### src/rtl/ebus_pkg.sv
package ebus_pkg;

    typedef enum logic [1:0] {
        BM_SINGLE   = 2'b00,
        BM_EXP64K   = 2'b01,
        BM_EXP512_A = 2'b10,
        BM_EXP512_B = 2'b11
    } bus_mode_e;

    typedef enum logic [1:0] {
        CYC_IDLE  = 2'b00,
        CYC_READ  = 2'b01,
        CYC_WRITE = 2'b10
    } cyc_state_e;

    localparam logic [1:0] RA_CE_DATA = 2'd0;
    localparam logic [1:0] RA_CE_HZ   = 2'd1;
    localparam logic [1:0] RA_RW_DATA = 2'd2;
    localparam logic [1:0] RA_RW_HZ   = 2'd3;

endpackage

### src/rtl/ebus_ce_decode.sv
module ebus_ce_decode
    import ebus_pkg::*;
#(
    parameter int ADDR_W     = 19,
    parameter int NUM_CE     = 4,
    parameter int SMALL_W    = 16,
    parameter int BASE_SHIFT = 13,
    parameter int BIG_SHIFT  = 17
) (
    input  bus_mode_e          mode,
    input  logic [1:0]         layout,
    input  logic [ADDR_W-1:0]  addr,
    output logic [NUM_CE-1:0]  hit
);
    logic [ADDR_W-1:0] win_idx;
    logic              win_valid;

    always_comb begin
        win_idx   = '0;
        win_valid = 1'b0;
        unique case (mode)
            BM_EXP64K: begin
                win_idx   = ADDR_W'(addr[SMALL_W-1:0]) >> (BASE_SHIFT + int'(layout));
                win_valid = 1'b1;
            end
            BM_EXP512_A, BM_EXP512_B: begin
                win_idx   = addr >> BIG_SHIFT;
                win_valid = 1'b1;
            end
            default: begin
                win_idx   = '0;
                win_valid = 1'b0;
            end
        endcase
    end

    for (genvar k = 0; k < NUM_CE; k++) begin : g_win
        assign hit[k] = win_valid && (win_idx == ADDR_W'(k));
    end

endmodule

### src/rtl/ebus_cycle_fsm.sv
module ebus_cycle_fsm
    import ebus_pkg::*;
#(
    parameter int NUM_CE = 4
) (
    input  logic              clk,
    input  logic              rst_n,
    input  bus_mode_e         mode,
    input  logic              rd_req,
    input  logic              wr_req,
    input  logic              int_hit,
    input  logic [NUM_CE-1:0] ce_hit,
    output logic              rd_n,
    output logic              wr_n,
    output logic [NUM_CE-1:0] ce_n
);
    cyc_state_e        state_q, state_d;
    logic [NUM_CE-1:0] ce_q;
    logic              ext_ok;

    assign ext_ok = (mode != BM_SINGLE) && !int_hit;

    always_comb begin
        state_d = CYC_IDLE;
        unique case (state_q)
            CYC_IDLE, CYC_READ, CYC_WRITE: begin
                if (ext_ok && rd_req)      state_d = CYC_READ;
                else if (ext_ok && wr_req) state_d = CYC_WRITE;
                else                       state_d = CYC_IDLE;
            end
            default: state_d = CYC_IDLE;
        endcase
    end

    always_ff @(posedge clk or negedge rst_n) begin
        if (!rst_n) begin
            state_q <= CYC_IDLE;
            ce_q    <= '0;
        end else begin
            state_q <= state_d;
            ce_q    <= (state_d == CYC_IDLE) ? '0 : ce_hit;
        end
    end

    always_comb begin
        rd_n = 1'b1;
        wr_n = 1'b1;
        ce_n = '1;
        unique case (state_q)
            CYC_READ: begin
                rd_n = 1'b0;
                ce_n = ~ce_q;
            end
            CYC_WRITE: begin
                wr_n = 1'b0;
                ce_n = ~ce_q;
            end
            default: begin
                rd_n = 1'b1;
                wr_n = 1'b1;
                ce_n = '1;
            end
        endcase
    end

    p_rw_excl_r7: assert property (@(posedge clk) disable iff (!rst_n)
        !(!rd_n && !wr_n));
    p_rd_follow_r7: assert property (@(posedge clk) disable iff (!rst_n)
        (rd_req && !int_hit && mode != BM_SINGLE) |=> !rd_n);
    p_int_quiet_r8: assert property (@(posedge clk) disable iff (!rst_n)
        (int_hit && (rd_req || wr_req)) |=> (rd_n && wr_n && (&ce_n)));
    p_single_quiet_r2: assert property (@(posedge clk) disable iff (!rst_n)
        (mode == BM_SINGLE) |=> (rd_n && wr_n && (&ce_n)));
    p_ce_onehot_r11: assert property (@(posedge clk) disable iff (!rst_n)
        $countones(~ce_n) <= 1);

endmodule

### src/rtl/ebus_port_regs.sv
module ebus_port_regs
    import ebus_pkg::*;
#(
    parameter int NUM_CE = 4,
    parameter int NUM_RW = 2,
    parameter int DATA_W = 8
) (
    input  logic              clk,
    input  logic              rst_n,
    input  logic              we,
    input  logic [1:0]        addr,
    input  logic [DATA_W-1:0] wdata,
    output logic [DATA_W-1:0] rdata,
    output logic [NUM_CE-1:0] ce_data,
    output logic [NUM_CE-1:0] ce_hz,
    output logic [NUM_RW-1:0] rw_data,
    output logic [NUM_RW-1:0] rw_hz
);
    logic unused_hi_bits;
    assign unused_hi_bits = ^wdata[DATA_W-1:NUM_RW];

    always_ff @(posedge clk or negedge rst_n) begin
        if (!rst_n) begin
            ce_data <= '1;
            ce_hz   <= '0;
            rw_data <= '1;
            rw_hz   <= '0;
        end else if (we) begin
            unique case (addr)
                RA_CE_DATA: ce_data <= wdata[NUM_CE-1:0];
                RA_CE_HZ:   ce_hz   <= wdata[NUM_CE-1:0];
                RA_RW_DATA: rw_data <= wdata[NUM_RW-1:0];
                RA_RW_HZ:   rw_hz   <= wdata[NUM_RW-1:0];
                default: ;
            endcase
        end
    end

    always_comb begin
        unique case (addr)
            RA_CE_DATA: rdata = DATA_W'(ce_data);
            RA_CE_HZ:   rdata = DATA_W'(ce_hz);
            RA_RW_DATA: rdata = DATA_W'(rw_data);
            default:    rdata = DATA_W'(rw_hz);
        endcase
    end

    p_store_r6: assert property (@(posedge clk) disable iff (!rst_n)
        (we && addr == RA_CE_DATA) |=> (ce_data == $past(wdata[NUM_CE-1:0])));
    p_hold_r6: assert property (@(posedge clk) disable iff (!rst_n)
        !we |=> ($stable(ce_data) && $stable(ce_hz) && $stable(rw_data) && $stable(rw_hz)));

endmodule

### src/rtl/ebus_pin_cell.sv
module ebus_pin_cell (
    input  logic bus_role,
    input  logic bus_level,
    input  logic port_data,
    input  logic port_hz,
    output logic pin_o,
    output logic pin_oe
);
    always_comb begin
        if (bus_role) begin
            pin_o  = bus_level;
            pin_oe = 1'b1;
        end else begin
            pin_o  = port_data;
            pin_oe = !port_hz;
        end
    end
endmodule

### src/rtl/ebus_pin_mux.sv
module ebus_pin_mux
    import ebus_pkg::*;
#(
    parameter int ADDR_W = 19,
    parameter int NUM_CE = 4,
    parameter int NUM_RW = 2,
    parameter int DATA_W = 8
) (
    input  logic              clk,
    input  logic              rst_n,
    input  logic [1:0]        bus_mode,
    input  logic [NUM_CE-1:0] ce_sel,
    input  logic [1:0]        range_sel,
    input  logic [ADDR_W-1:0] cpu_addr,
    input  logic              cpu_rd,
    input  logic              cpu_wr,
    input  logic              int_hit,
    input  logic              reg_we,
    input  logic [1:0]        reg_addr,
    input  logic [DATA_W-1:0] reg_wdata,
    output logic [DATA_W-1:0] reg_rdata,
    output logic [NUM_CE-1:0] ce_pin_o,
    output logic [NUM_CE-1:0] ce_pin_oe,
    output logic [NUM_RW-1:0] rw_pin_o,
    output logic [NUM_RW-1:0] rw_pin_oe
);
    bus_mode_e         mode;
    logic [NUM_CE-1:0] ce_hit, ce_n, ce_data, ce_hz;
    logic [NUM_RW-1:0] rw_data, rw_hz, rw_level;
    logic              rd_n, wr_n, expanded;

    assign mode     = bus_mode_e'(bus_mode);
    assign expanded = (mode != BM_SINGLE);
    assign rw_level = {wr_n, rd_n};

    ebus_ce_decode #(.ADDR_W(ADDR_W), .NUM_CE(NUM_CE)) u_dec (
        .mode(mode), .layout(range_sel), .addr(cpu_addr), .hit(ce_hit)
    );

    ebus_cycle_fsm #(.NUM_CE(NUM_CE)) u_fsm (
        .clk(clk), .rst_n(rst_n), .mode(mode), .rd_req(cpu_rd), .wr_req(cpu_wr),
        .int_hit(int_hit), .ce_hit(ce_hit), .rd_n(rd_n), .wr_n(wr_n), .ce_n(ce_n)
    );

    ebus_port_regs #(.NUM_CE(NUM_CE), .NUM_RW(NUM_RW), .DATA_W(DATA_W)) u_regs (
        .clk(clk), .rst_n(rst_n), .we(reg_we), .addr(reg_addr), .wdata(reg_wdata),
        .rdata(reg_rdata), .ce_data(ce_data), .ce_hz(ce_hz),
        .rw_data(rw_data), .rw_hz(rw_hz)
    );

    for (genvar k = 0; k < NUM_CE; k++) begin : g_ce_pin
        ebus_pin_cell u_cell (
            .bus_role(expanded && ce_sel[k]), .bus_level(ce_n[k]),
            .port_data(ce_data[k]), .port_hz(ce_hz[k]),
            .pin_o(ce_pin_o[k]), .pin_oe(ce_pin_oe[k])
        );
    end

    for (genvar j = 0; j < NUM_RW; j++) begin : g_rw_pin
        ebus_pin_cell u_cell (
            .bus_role(expanded), .bus_level(rw_level[j]),
            .port_data(rw_data[j]), .port_hz(rw_hz[j]),
            .pin_o(rw_pin_o[j]), .pin_oe(rw_pin_oe[j])
        );
    end

    p_bus_oe_r5: assert property (@(posedge clk) disable iff (!rst_n)
        expanded |-> (&rw_pin_oe));
    p_idle_high_r12: assert property (@(posedge clk) disable iff (!rst_n)
        (!cpu_rd && !cpu_wr) |=> (rd_n && wr_n && (&ce_n)));

endmodule

### config.mk
export PLATFORM = sky130hd
export DESIGN_NAME = ebus_pin_mux
export DESIGN_NICKNAME = d
export VERILOG_FILES = /design/src/rtl/ebus_pkg.sv /design/src/rtl/ebus_ce_decode.sv /design/src/rtl/ebus_cycle_fsm.sv /design/src/rtl/ebus_port_regs.sv /design/src/rtl/ebus_pin_cell.sv /design/src/rtl/ebus_pin_mux.sv
export SDC_FILE = /design/constraint.sdc
export NUM_CORES = 1
export LEC_CHECK = 0
export ABC_CLOCK_PERIOD_IN_PS = 1400
export BUFFER_PORTS_ARGS = -buffer_cell sky130_fd_sc_hd__buf_4
export CAP_MARGIN = 20
export CORE_ASPECT_RATIO = 1.1
export CORE_MARGIN = 1
export CORE_UTILIZATION = 46
export CTS_BUF_LIST = sky130_fd_sc_hd__clkbuf_2
export CTS_CLUSTER_SIZE = 14
export DETAILED_ROUTE_END_ITERATION = 8
export MAX_ROUTING_LAYER = met4
export PLACE_DENSITY_LB_ADDON = 0.3
export SETUP_SLACK_MARGIN = 0.15
export SLEW_MARGIN = 10
export SYNTH_ARGS = -nofsm -noshare
export SYNTH_HDL_FRONTEND = slang
export SYNTH_HIERARCHICAL = 1
export SYNTH_SLANG_ARGS = --single-unit
### constraint.sdc
create_clock -name clk -period 1.4 [get_ports clk]
set_input_delay 0.14 -clock clk [delete_from_list [all_inputs] [get_ports clk]]
set_output_delay 0.14 -clock clk [all_outputs]
set_load 0.01 [all_outputs]
# Word-level counts from Yosys, hierarchy flattened
# Index checks and enable logic that the tools add are counted.
op_classes:
  mux: 22
  n_shift: 1
  n_eq_ne: 11
  bitwise: 1
  n_reduce_logical: 31
  add_sub_neg: 1
ops:
  columns: ["cell", "n"]
  rows:
  - ["$eq A19 B2 Y1 const B", 2]
  - ["$pmux W19 S2", 1]
  - ["$shr A16 B32 Y19", 1]
  - ["$eq A19 B1 Y1 const B", 1]
  - ["$logic_not A19 Y1", 1]
  - ["$mux W1", 15]
  - ["$pmux W4 S3", 1]
  - ["$logic_and A1 B1 Y1", 11]
  - ["$eq A2 B2 Y1 const B", 5]
  - ["$mux W4", 2]
  - ["$reduce_and A2 Y1", 4]
  - ["$logic_not A1 Y1", 7]
  - ["$eq A2 B1 Y1 const B", 3]
  - ["$logic_not A2 Y1", 3]
  - ["$mux W2", 3]
  - ["$reduce_or A3 Y1", 2]
  - ["$add A4 B2 Y5 const A", 1]
  - ["$not A4 Y4", 1]
  - ["$reduce_or A2 Y1", 2]
  - ["$reduce_bool A2 Y1", 1]
word_totals:
  wordCells: 73
  in_bits: 43
  reg_bits: 18

# Logic depth before layout (Yosys ltp)
logic_depth:
  word_depth: 8
  ltp_mapped: 6
  depth_no_buf: 6

# Hierarchy
# Netlist, hierarchy kept.
by_module_without_submodules:
  columns: ["module", "instances", "seq_area_each_um2", "area_per_inst_um2", "cells_per_inst"]
  rows:
  - ["ebus_port_regs", 1, 307.8, 630.6, 41]
  - ["ebus_cycle_fsm", 1, 150.1, 304.0, 29]
  - ["ebus_pin_cell", 6, 0.0, 21.3, 2]
  - ["ebus_ce_decode", 1, 0.0, 111.4, 18]
  - ["ebus_pin_mux", 1, 0.0, 36.3, 5]

# Worst setup path before layout
# No wires, ideal clock.
synth_path:
  path_type: "register -> output"
  startpoint: "reg u_fsm.state_q[0]"
  endpoint: "out ce_pin_o[0]"
  path_slack_ps: 170
  path_buffers: 0
  arrival_time_ps: 1090
  path_stages_with_launch: 5
  cell_sequence: "dfrtp_1 -> inv_1 -> ha_1 -> nand2b_1 -> mux2_4"
synth_via:
  elab_chain_cells: 4
synth_lines:
  columns: ["item", "line", "rtl"]
  rows:
  - ["from (decl)", "ebus_cycle_fsm.sv:17", "cyc_state_e state_q, state_d;"]
  - ["from (signal assigned)", "ebus_cycle_fsm.sv:40", "state_q <= state_d;"]
  - ["$eq A2 B1 Y1 / $eq A2 B2 Y1 (equally long branches)", "ebus_cycle_fsm.sv:49", "unique case (state_q)"]
  - ["$reduce_or A2 Y1 (no line) *", null, null]
  - ["$mux W4 *", null, null]
  - ["named net ce_n[0]", "ebus_pin_mux.sv:28", "logic [NUM_CE-1:0] ce_hit, ce_n, ce_data, ce_hz;"]
  - ["$mux W1 *", "ebus_pin_cell.sv:10", "if (bus_role) begin"]
  - ["to (decl)", "ebus_pin_mux.sv:22", "output logic [NUM_CE-1:0] ce_pin_o,"]
# Mark *: on every way through the listed nets, which the timed path passes. The rest lies on a longest branch.

# Worst setup path in the final report
layout_path:
  startpoint: "reg u_fsm.state_q[1]"
  endpoint: "out ce_pin_o[3]"
# Same word-level chain as after synthesis.

==> metrics <==
run status complete, but fails checks; failing checks negative setup slack; Max Cap Viol 0; clk buf depth 2; first-pass GRT wire length 4710 um; Final Skew between 9 and 10 ps; post-route ant nets 0; Max rail drop VDD roughly 0.5 mV; design area roughly 1800 um^2; vias in the first global route just over 1000; post-synthesis cell count between 100 and 150; Hold Path Class input pin to register; Die Y about 56 um; worst hold slack roughly 73 ps; initial antenna violation count 0; leading area contributor after synthesis dfrtp_1; CTS H-tree depth 1; I/O pins 63; die area 2840 um^2; Worst-Margin Slew just under 1000 ps; Starting Density approximately half; Worst-Skew Late Latency approximately 300 ps; clk sinks 18; Layout area overhead 48.1%; CP max stage cell dfrtp_1; Cell Chain, Critical Path ha_4 -> nand2b_4 -> mux2_4 -> buf_6; unrepaired setup endpoints after global routing true; DP HPWL just over 2000 um; most frequent cells in the layout 37 x buf_4, 12 x dfrtp_1, 11 x buf_6, 10 x nand2b_1, 10 x mux2_4; main area contributors after synthesis dfrtp_1 25%, dfstp_2 13%, mux2_4 12%; via count ~1000; ANT cells 0; Worst EP required 1260 ps; Mapped Area roughly 1200 um^2; Congestion Overflow GR 0; 1st-iter DRT viols 13; synth unique cells 30; ys async rst share 100%; Final Slew Violations 0; Final Util 71.8%; final setup TNS -1630 ps; worst slack, placed -8.55 ps; Synth Register Bits 18; worst rel slew slack a little over a third; Placed Cells around 180; PortBufs 40; largest net degree at the start of global routing 19; DRC Markers 0; WL/cell roughly 16 um; via/cell ratio approximately 5.4; CP endpoint kind output port; CP Launch Type register; CTS clock-pin slew for the worst setup and hold paths between 150 and 200 ps; Top FF cell, synth dfrtp_1; Post-Route WL slightly below 3000 um; fin nets between 200 and 250; area of placed instances between 1500 and 2000 um^2; Power Total approximately 1.5 mW; sequential area share after synthesis a little under two fifths; leakage power a little over 0.8 nW; post-synth top area share roughly 25%; GRT Total Usage 22.6%; GPL Wtd Cong between 0.7 and 0.8; Finished Layout Cells 185; Final Hold Fails 0; Setup violations, final 8; core box area around 2500 um^2; Max Fclk around 590 MHz; minimum clock period between 1500 and 2000 ps; final worst setup slack -301 ps; yosys warns 6; Critical Path Fanout Max 4; power density cells 829 nW/um^2; arrival time worst endpoint about 1600 ps; Filler cells about 190; share of layout cells above drive strength 1 a little under two thirds; root buffer selected by CTS clkbuf_2; most common cell after layout, fill and taps aside buf_4; Avg Cell Area, Syn around 12 um^2; Post-synth EDFFs 0; crit path kind register to output port; Detailed Routing Iterations Pass 1 4; Largest stage delay, worst path 460 ps; final worst path period share 122%; TritonCTS Buffers 3; FP Rows 19; TritonCTS clock tree yes; Die X approximately 51 um
==> flip-flops by register name, indices dropped and copies added, names as in the netlist <==
register and flops:
u_regs/ce_hz 4, u_fsm/ce_q 4, u_fsm/state_q 2, u_regs/rw_data 2, u_regs/ce_data 4, u_regs/rw_hz 2
==> power by group <==
group,switching (mW),leakage (nW),internal (mW)
Clock,0.155,0.0125,0.0584
Combinational,0.234,0.584,0.365
Sequential,0.0568,0.216,0.617
==> cell usage after synthesis (2+ instances only) <==
master and n:
nand2b_1 14, mux2_4 10, dfrtp_1 12, nor2_1 7, buf_4 6, mux2i_1 3, mux2_2 8, a21oi_1 2
nor4_1 5, o21ai_0 4, mux4_2 2, ha_1 3, inv_1 4, o21a_1 4, dfstp_2 6
==> critical path, delay by kind of cell, from the launching register on <==
kind | cells | cell delay [ps]
DFF | 1 | 460
muxes | 1 | 260
adders and majority gates | 1 | 280
buffers and inverters | 1 | 120
and+or+nand+nor | 1 | 130
==> worst paths after layout <==
kind / from / end / slack, ps / depth (start not counted)
worst max-delay path: u_fsm/state_q[1]$_DFF_PN0_ / ce_pin_o[3] / -300 / 4
max in group asynchronous: rst_n / u_regs/ce_data[1]$_DFFE_PN1P_ / 920 / 2
worst max register to register: u_fsm/state_q[1]$_DFF_PN0_ / u_fsm/ce_q[3]$_DFF_PN0_ / 110 / 5
min in group asynchronous: rst_n / u_regs/rw_hz[1]$_DFFE_PN0P_ / 210 / 2
worst min register to register: u_regs/ce_hz[1]$_DFFE_PN0P_ / u_regs/ce_hz[1]$_DFFE_PN0P_ / 570 / 1
worst min-delay path: reg_wdata[2] / u_regs/ce_data[2]$_DFFE_PN1P_ / 70 / 2
==> routing by layer <==
metal  GRT usage (%)  vias to the layer above  share of wire (%)
met1            27.3                      486                 39
met4            8.33                        0                1.9
met3            1.64                        6                3.8
li1                -                      468                  -
met2            38.7                       36                 55
met5               -                        -                  0
==> cell type report <==
type	count	area (um^2)	area share [%]
multi-input combinational	80	851	47.5
sequential	18	458	25.6
timing repair buffer	49	412	23.0
tap	31	38.8	2.16
inverter	4	17.5	0.978
clock buffer	3	15.0	0.838
==> repair_timing <==
item	in CTS	in global routing
pin swaps	2	8
gates resized for setup	25	11
endpoints found under the setup margin	11	16
hold buffers	1	0
endpoints found under the hold margin	18	0
cloned	0	0
buffers inserted	3	3
==> logic make-up after synthesis <==
logic type      share of synthesized area, %
buf+inv                                 4.96
mux                                     26.1
compound gates                          7.65
flops                                   37.8
other cells                            0.310
simple gates                            20.1
fa+ha+maj                               3.10
Power figures use the tool's default switching activity.
